[src/rtl/shq_pkg.sv]
package shq_pkg;

  // number of set bits in an occupancy mask (zero-extended to 32 bits)
  function automatic int unsigned ones_count(input logic [31:0] m);
    int unsigned c;
    c = 0;
    for (int i = 0; i < 32; i++) c += int'(m[i]);
    return c;
  endfunction

  // slot that an accepted entry lands in, after the optional shift
  function automatic int unsigned tail_index(input int unsigned occupied,
                                             input logic shifting);
    return occupied - int'(shifting);
  endfunction

endpackage

[src/rtl/shq_ctrl.sv]
module shq_ctrl #(
  parameter int DEPTH = 4,
  localparam int CW = $clog2(DEPTH + 1)
) (
  input  logic [DEPTH-1:0] used,
  input  logic             head_live,
  input  logic             head_kill,
  input  logic             out_ready,
  input  logic             in_valid,
  output logic             shift,
  output logic             in_ready,
  output logic             push,
  output logic [DEPTH-1:0] wr_sel
);
  import shq_pkg::*;

  logic [CW-1:0] occ;
  logic [CW-1:0] wpos;

  // head leaves on handshake, when already dead, or when killed now;
  // an empty queue never shifts (used[0] gate)
  assign shift    = used[0] & (~head_live | out_ready | head_kill);
  assign in_ready = ~used[DEPTH-1] | shift;
  assign push     = in_valid & in_ready;

  assign occ  = CW'(ones_count(32'(used)));
  assign wpos = CW'(tail_index(32'(occ), shift));

  for (genvar i = 0; i < DEPTH; i++) begin : g_sel
    assign wr_sel[i] = push & (wpos == CW'(i));
  end
endmodule

[src/rtl/shq_slot.sv]
module shq_slot #(
  parameter int WIDTH = 8
) (
  input  logic             clk,
  input  logic             rst_n,
  input  logic             shift,
  input  logic             wr,
  input  logic [WIDTH-1:0] din,
  input  logic             kill,
  input  logic             up_used,
  input  logic             up_live,
  input  logic             up_kill,
  input  logic [WIDTH-1:0] up_data,
  output logic             used,
  output logic             live,
  output logic [WIDTH-1:0] data
);
  logic             n_used, n_live;
  logic [WIDTH-1:0] n_data;

  always_comb begin
    if (shift) begin
      n_used = up_used;
      n_live = up_live & ~up_kill;
      n_data = up_data;
    end else begin
      n_used = used;
      n_live = live & ~kill;
      n_data = data;
    end
    if (wr) begin
      n_used = 1'b1;
      n_live = 1'b1;
      n_data = din;
    end
  end

  always_ff @(posedge clk) begin
    if (!rst_n) begin
      used <= 1'b0;
      live <= 1'b0;
      data <= '0;
    end else begin
      used <= n_used;
      live <= n_live;
      data <= n_data;
    end
  end
endmodule

[src/rtl/shq_top.sv]
module shq_top #(
  parameter int DEPTH = 4,
  parameter int WIDTH = 8
) (
  input  logic                   clk,
  input  logic                   rst_n,
  input  logic                   in_valid,
  output logic                   in_ready,
  input  logic [WIDTH-1:0]       in_data,
  output logic                   out_valid,
  input  logic                   out_ready,
  output logic [WIDTH-1:0]       out_data,
  input  logic [DEPTH-1:0]       kill,
  output logic [DEPTH*WIDTH-1:0] slot_data,
  output logic [DEPTH-1:0]       slot_live
);
  logic [DEPTH-1:0] used_v;
  logic [DEPTH-1:0] live_v;
  logic [WIDTH-1:0] data_a [DEPTH];
  logic [DEPTH-1:0] wr_sel;
  logic             shift;
  logic             push;

  shq_ctrl #(.DEPTH(DEPTH)) u_ctrl (
    .used      (used_v),
    .head_live (live_v[0]),
    .head_kill (kill[0]),
    .out_ready (out_ready),
    .in_valid  (in_valid),
    .shift     (shift),
    .in_ready  (in_ready),
    .push      (push),
    .wr_sel    (wr_sel)
  );

  for (genvar i = 0; i < DEPTH; i++) begin : g_slot
    logic             up_used, up_live, up_kill;
    logic [WIDTH-1:0] up_data;
    if (i < DEPTH - 1) begin : g_mid
      assign up_used = used_v[i+1];
      assign up_live = live_v[i+1];
      assign up_kill = kill[i+1];
      assign up_data = data_a[i+1];
    end else begin : g_end
      assign up_used = 1'b0;
      assign up_live = 1'b0;
      assign up_kill = 1'b0;
      assign up_data = '0;
    end

    shq_slot #(.WIDTH(WIDTH)) u_slot (
      .clk     (clk),
      .rst_n   (rst_n),
      .shift   (shift),
      .wr      (wr_sel[i]),
      .din     (in_data),
      .kill    (kill[i]),
      .up_used (up_used),
      .up_live (up_live),
      .up_kill (up_kill),
      .up_data (up_data),
      .used    (used_v[i]),
      .live    (live_v[i]),
      .data    (data_a[i])
    );

    assign slot_data[i*WIDTH +: WIDTH] = data_a[i];
  end

  assign slot_live = live_v;
  assign out_valid = used_v[0] & live_v[0];
  assign out_data  = data_a[0];
endmodule

[config.mk]
export PLATFORM = sky130hd
export DESIGN_NAME = shq_top
export DESIGN_NICKNAME = d
export VERILOG_FILES = /design/src/rtl/shq_pkg.sv /design/src/rtl/shq_ctrl.sv /design/src/rtl/shq_slot.sv /design/src/rtl/shq_top.sv
export SDC_FILE = /design/constraint.sdc
export NUM_CORES = 1
export LEC_CHECK = 0
export BUFFER_PORTS_ARGS = -buffer_cell sky130_fd_sc_hd__buf_4
export CAP_MARGIN = 5
export CORE_MARGIN = 2
export CORE_UTILIZATION = 50
export CTS_BUF_LIST = sky130_fd_sc_hd__clkbuf_16
export CTS_CLUSTER_SIZE = 25
export DETAILED_ROUTE_END_ITERATION = 8
export GPL_TIMING_DRIVEN = 0
export PLACE_DENSITY = 0.77
export SYNTH_ARGS = -nofsm -noshare
export SYNTH_HDL_FRONTEND = slang
export SYNTH_SLANG_ARGS = --single-unit
[constraint.sdc]
create_clock -name clk -period 4.2 [get_ports clk]
set_clock_uncertainty 0.05 [all_clocks]
set_input_delay 0.21 -clock clk [delete_from_list [all_inputs] [get_ports clk]]
set_output_delay 0.21 -clock clk [all_outputs]
set_load 0.005 [all_outputs]
==> results of run 1 <==
[metrics by stage]
step	setup WS, ns	power, W	instances	area, µm²
CTS	0.4057	0.002061	342	2633
detailed placement	0.4457	0.001640	334	2469
finish	0.4083	0.002053	342	2633
floorplan	0.8169	0.001233	226	1958
global route	0.1687	0.002214	342	2633
global placement	0.4963	0.001619	334	2469
[power breakdown]
group	switching (W)	internal (W)	total (W)
Combinational	0.000543	0.000477	0.00102
Clock	0.000142	0.000277	0.000418
Sequential	0.000104	0.000510	0.000614
[worst max-delay path, stage by stage (launching register included)]
cell	delay, ns
dfxtp_1	0.35
or3b_1	0.40
nand2_1	0.15
inv_1	0.06
clkbuf_1	0.24
ha_1	0.35
inv_1	0.05
fa_1	0.38
inv_1	0.08
fa_1	0.46
or2_2	0.29
buf_2	0.17
or3_1	0.31
buf_2	0.20
a31oi_1	0.17
[final timing paths]
check	startpoint	end	slack, ns	cells after the start
worst max register to register	g_slot[0].u_slot.live	g_slot[2].u_slot.data[1]	0.41	14
worst max-delay path	g_slot[0].u_slot.live	g_slot[2].u_slot.data[1]	0.41	14
worst min-delay path	in_data[7]	g_slot[3].u_slot.data[7]	0.14	2
worst min register to register	g_slot[3].u_slot.data[0]	g_slot[2].u_slot.data[0]	0.44	2
[cell families after synthesis]
family | count (synthesis) | synth area share, %
AND/OR/NAND/NOR | 74 | 16.93
buffers and inverters | 38 | 12.21
AO/OA/AOI/OAI | 69 | 26.20
XOR/XNOR | 1 | 0.4474
adder cells (fa/ha/maj) | 4 | 3.323
flip-flops | 40 | 40.89
[area by class of cell]
class / count / area, µm² / share of cell area [%]
clock inverters: 3 / 38.79 / 1.473
flip-flops and latches: 40 / 800.8 / 30.42
plain buffers: 31 / 212.7 / 8.080
inverters: 7 / 26.28 / 0.9981
multi-input cells: 148 / 918.4 / 34.89
clock buffers: 5 / 125.1 / 4.753
well taps: 48 / 60.06 / 2.281
repair buffers: 60 / 450.4 / 17.11
[metal layers]
| layer | up-vias | share of wire, % | global-route usage (%) |
|---|---|---|---|
| met4 | 0 | 1.1 | 9.439 |
| li1 | 953 | - | - |
| met5 | - | 0 | 0 |
| met2 | 86 | 44 | 38.63 |
| met1 | 900 | 47 | 36.43 |
| met3 | 6 | 8.0 | 3.885 |
[Yosys cell counts, types with 3 or more instances]
library cell   n
a31oi_1       29
dfxtp_1       40
a21oi_1        5
or3_1          3
nand2_1       54
a22o_1         8
inv_1          7
nand3b_1       4
buf_2          8
buf_4         15
o41ai_1       24
clkbuf_1       5
[flip-flops by register name, summed over array words and instances, names as in the netlist]
name	flops
g_slot.u_slot.data	32
g_slot.u_slot.live	4
g_slot.u_slot.used	4
[cell usage in the layout, fill, tap and decap left out, types with 2 or more instances in the layout]
cell       netlist  routed
a21oi_1          5       5
ha_1             2       2
o41ai_1         24      24
buf_2            8       8
a22o_1           8       8
or3_1            3       3
clkbuf_1         5       5
nand2_1         54      54
or2_2            2       2
inv_1            7       8
nand3_1          2       2
a31oi_1         29      29
nand3b_1         4       4
fa_1             2       2
buf_4           15      75
clkbuf_16        0       5
buf_8            2       2
dfxtp_1         40      40
==> summary.md, run 1 <==
| Metric | Value |
|---|---|
| Status | complete, no violations |
| Ant. Diodes | 0 |
| Post-Synthesis Cells | 226 |
| Die ar. | 0.004433 mm² |
| Htree depth | 2 |
| Post-CTS sizing | 0 |
| Port Buffers | 60 |
| Cts hold-fix bufs | 0 |
| First-pass GRT wire length | 8.576 mm |
| Starting DRT DRC Count | 144 |
| Syn_area_per_cell | 8.664 µm² |
| Peak supply drop | 0.3625 mV |
| Fin nets | 313 |
| Vias | 1945 |
| Maximum capacitance violations | 0 |
| Yosys top cell area share | 40.89% |
| Crit Path Max Fanout | 10 |
| Share of cells above drive strength 1 | 33.33% |
| Vias in the first global route | 1746 |
| Fill cells | 320 |
| RSZ-0062 raised after global routing | no |
| Post-DRT Antenna Nets | 0 |
| Post-synthesis instance area | 0.001958 mm² |
| Crit path kind | reg -> reg |
| Avg WL per Cell | 15.13 µm |
| PwrDens | 779.7 mW/mm² |
| CP endpoint kind | flip-flop |
| Final Hold Fails | 0 |
| CTS max path bufs | 2 |
| Synth area leader | dfxtp_1 |
| Clk_lat worst skew | 0.28 ns |
| Fin crit share | 90.28% |
| Hold_ws | 0.1364 ns |
| Setup repair bufs after CTS | 0 |
| Clk sinks | 40 |
| Crit path arrival time | 3.94 ns |
| Initial antenna violation count | 0 |
| Die X | 66.58 µm |
| Total negative setup slack | 0 ns |
| CTS clock-pin slew for the worst setup and hold paths | 0.06 ns |
| Gr ovfl total | 0 |
| Maximum clock frequency | 263.7 MHz |
| WP data required | 4.35 ns |
| Die height | 66.58 µm |
| Area delta synth->final | 34.44% |
| Core region area | 0.003716 mm² |
| Synth Flop Type | dfxtp_1 |
| Synth top area cells | dfxtp_1 (41%), o41ai_1 (11%), nand2_1 (10%) |
| Largest net degree at the start of global routing | 13 |
| Dpl hpwl | 3.847 mm |
| Register area share after synthesis | 40.89% |
| CTS Buf Count | 5 |
| Total Routed Length | 5.175 mm |
| Actual slew at the worst max-slew pin | 0.4924 ns |
| Mapped Nets | 246 |
| Starting Density | 52.69% |
| # setup viols final | 0 |
| Post-synthesis register bit count | 40 |
| Gr usage total | 25.47% |
| Post-synth EDFFs | 0 |
| Fin util | 70.84% |
| Synth Warn # | 0 |
| FP Rows | 22 |
| CTS tree | done |
| Pre-antenna DRT Iters | 4 |
| GPL Wtd Cong | 0.8912 |
| FFs w/ async S/R, synth | 0% |
| DRC violations left | 0 |
| Final Max Tran Viols | 0 |
| Post-route minimum period | 3.792 ns |
| Max transition margin | 67.17% |
| Static Leak | 1.106 nW |
| Hold Crit Class | in -> reg |
| Root buffer cell | clkbuf_16 |
| Library cells used by synthesis | 31 |
| I/O Pins | 62 |
| Worst setup SP type | flip-flop |
| Via density | 5.687 |
No activity file was read; power rests on OpenSTA's default activity.
==> run 2, diff against run 1 <==
--- a/config.mk
+++ b/config.mk
@@ -14,6 +14,7 @@
 export DETAILED_ROUTE_END_ITERATION = 8
 export GPL_TIMING_DRIVEN = 0
 export PLACE_DENSITY = 0.77
+export RECOVER_POWER = 50
 export SYNTH_ARGS = -nofsm -noshare
 export SYNTH_HDL_FRONTEND = slang
 export SYNTH_SLANG_ARGS = --single-unit
==> run 2 against run 1 <==
Wire length is 0.68% lower. Design area is 0.28% lower. Die area stayed put. Largest power group unchanged. Global-route usage stayed put. Utilization is 0.20 points lower. Register-to-register slack hardly changed. Largest cell class unchanged. Critical path type unchanged. Cell count stayed put. Clock power hardly changed. Power is 0.94% lower. Sequential share of layout area is 0.087 points higher.
==> summary.md, run 2 (synthesis results as in run 1) <==
| Metric | Value |
|---|---|
| Status | complete, no violations (unchanged) |
| Port Buffers | 60 (unchanged) |
| Clk sinks | 40 (unchanged) |
| Setup repair bufs after CTS | 0 (unchanged) |
| Ant. Diodes | 0 (unchanged) |
| CP max-delay cell | fa_1 (unchanged) |
| Fin nets | 313 (unchanged) |
| Clk_lat worst skew | 0.28 ns (about the same) |
| Root buffer cell | clkbuf_16 (unchanged) |
| Peak supply drop | 0.3621 mV (was 0.3625 mV) |
| Final Hold Fails | 0 (unchanged) |
| Largest regs | g_slot.u_slot.data x32, g_slot.u_slot.live x4, g_slot.u_slot.used x4 (unchanged) |
| Cts hold-fix bufs | 0 (unchanged) |
| WP buf/inv | 6 (unchanged) |
| Dpl hpwl | 3.847 mm (unchanged) |
| PwrDens | 774.6 mW/mm² (was 779.7 mW/mm²) |
| Final Max Tran Viols | 0 (unchanged) |
| Worst setup SP type | flip-flop (unchanged) |
| CP delay by family, top | adder cells (unchanged) |
| CTS clock-pin slew for the worst setup and hold paths | 0.06 ns (about the same) |
| Post-route minimum period | 3.784 ns (was 3.792 ns) |
| Pre-antenna DRT Iters | 5 (was 4) |
| Largest net degree at the start of global routing | 13 (unchanged) |
| DRC violations left | 0 (unchanged) |
| Fin util | 70.64% (was 70.84%) |
| GPL Wtd Cong | 0.8912 (unchanged) |
| Die X | 66.58 µm (unchanged) |
| Starting DRT DRC Count | 118 (was 144) |
| Die ar. | 0.004433 mm² (unchanged) |
| Placed Area | 0.002469 mm² (unchanged) |
| Vias | 1950 (was 1945) |
| Design Area, Final | 0.002625 mm² (was 0.002633 mm²) |
| Top reg by flops | g_slot.u_slot.data (unchanged) |
| Starting Density | 52.69% (unchanged) |
| Commonest non-fill, non-tap cell in the layout | nand2_1 (was buf_4) |
| Area delta synth->final | 34.06% (was 34.44%) |
| Initial antenna violation count | 0 (unchanged) |
| Gr ovfl total | 0 (unchanged) |
| Crit path arrival time | 3.94 ns (about the same) |
| Total Routed Length | 5.140 mm (was 5.175 mm) |
| Crit path top cell by count | inv_1 (unchanged) |
| WP data required | 4.35 ns (about the same) |
| CP endpoint kind | flip-flop (unchanged) |
| Maximum capacitance violations | 0 (unchanged) |
| Non-filler cells, final | 342 (unchanged) |
| Vias in the first global route | 1746 (unchanged) |
| Actual slew at the worst max-slew pin | 0.5068 ns (was 0.4924 ns) |
| # setup viols final | 0 (unchanged) |
| Core region area | 0.003716 mm² (unchanged) |
| First-pass GRT wire length | 8.576 mm (unchanged) |
| CTS Buf Count | 5 (unchanged) |
| Fin crit share | 90.09% (was 90.28%) |
| CP cell instances | or3b_1, nand2_1, inv_1, clkbuf_1, ha_1, inv_1, fa_1, inv_1, fa_1, or2_2, buf_2, or3_1, buf_2, a31oi_1 (unchanged) |
| Max FFs per register | 32 (unchanged) |
| Max transition margin | 66.21% (was 67.17%) |
| Hold_ws | 0.1355 ns (was 0.1364 ns) |
| Crit path kind | reg -> reg (unchanged) |
| Placed cells | 334 (unchanged) |
| Via density | 5.702 (was 5.687) |
| Largest stage delay, worst path | 0.46 ns (about the same) |
| Crit Path Max Fanout | 10 (unchanged) |
| Avg WL per Cell | 15.03 µm (was 15.13 µm) |
| Hold Crit Class | in -> reg (unchanged) |
| CTS max path bufs | 2 (unchanged) |
| Share of cells above drive strength 1 | 32.65% (was 33.33%) |
| Total negative setup slack | 0 ns (unchanged) |
| Static Leak | 1.077 nW (was 1.106 nW) |
| Htree depth | 2 (unchanged) |
| Gr usage total | 25.47% (unchanged) |
| RSZ-0062 raised after global routing | no (unchanged) |
| Most frequent cells in the layout | nand2_1 (54), clkbuf_4 (41), dfxtp_1 (40), buf_4 (32), a31oi_1 (29) (was buf_4 (75), nand2_1 (54), dfxtp_1 (40), a31oi_1 (29), o41ai_1 (24)) |
| Post-DRT Antenna Nets | 0 (unchanged) |
| Post-CTS sizing | 0 (unchanged) |
| Maximum clock frequency | 264.3 MHz (was 263.7 MHz) |
| I/O Pins | 62 (unchanged) |
| Die height | 66.58 µm (unchanged) |
| FP Rows | 22 (unchanged) |
| CTS tree | done (unchanged) |
## run 2: where the power goes
part / total [W] / internal, W / switching (W)
clock: 0.000420 / 0.000277 / 0.000144
sequential: 0.000610 / 0.000510 / 0.0000999
combinational: 0.00100 / 0.000461 / 0.000541
## run 2: per-layer routing
layer | part of all wire, % | global-route usage [%] | up-vias
met5 | 0 | 0 | -
met4 | 1.1 | 9.439 | 0
met3 | 8.4 | 3.885 | 6
met2 | 45 | 38.63 | 99
met1 | 46 | 36.43 | 893
li1 | - | - | 952
## run 2: area by class of cell
type,instances,area (µm²)
fill,322,1091
timing repair buffer,60,442.9
clock buffer,5,125.1
sequential,40,800.8
clock inverter,3,38.79
inverter,7,26.28
multi-input combinational,148,918.4
buffer,31,212.7
tap,48,60.06
## run 2: metrics by stage
| stage | total power (W) | setup slack [ns] |
|---|---|---|
| 2_1_floorplan | 0.001233 | 0.8169 |
| 3_3_place_gp | 0.001619 | 0.4963 |
| 3_5_place_dp | 0.001640 | 0.4457 |
| 4_1_cts | 0.002061 | 0.4057 |
| 5_1_grt | 0.002195 | 0.1712 |
| 6_report | 0.002033 | 0.4160 |
## run 2: worst reg2reg max path, stage by stage (launching register included)
cell      delay [ns]
dfxtp_1         0.34
or3b_1          0.40
nand2_1         0.15
inv_1           0.06
clkbuf_1        0.25
ha_1            0.36
inv_1           0.05
fa_1            0.38
inv_1           0.08
fa_1            0.46
or2_2           0.29
buf_2           0.17
or3_1           0.31
buf_2           0.19
a31oi_1         0.16
## run 2: worst paths after layout
check                           depth (start not counted)                        to  slack (ns)                      from
worst max register to register                         14  g_slot[2].u_slot.data[4]        0.42     g_slot[0].u_slot.live
worst min-delay path                                    2  g_slot[3].u_slot.data[7]        0.14                in_data[7]
worst min register to register                          2  g_slot[2].u_slot.data[0]        0.43  g_slot[3].u_slot.data[0]
worst max-delay path                                   14  g_slot[2].u_slot.data[4]        0.42     g_slot[0].u_slot.live
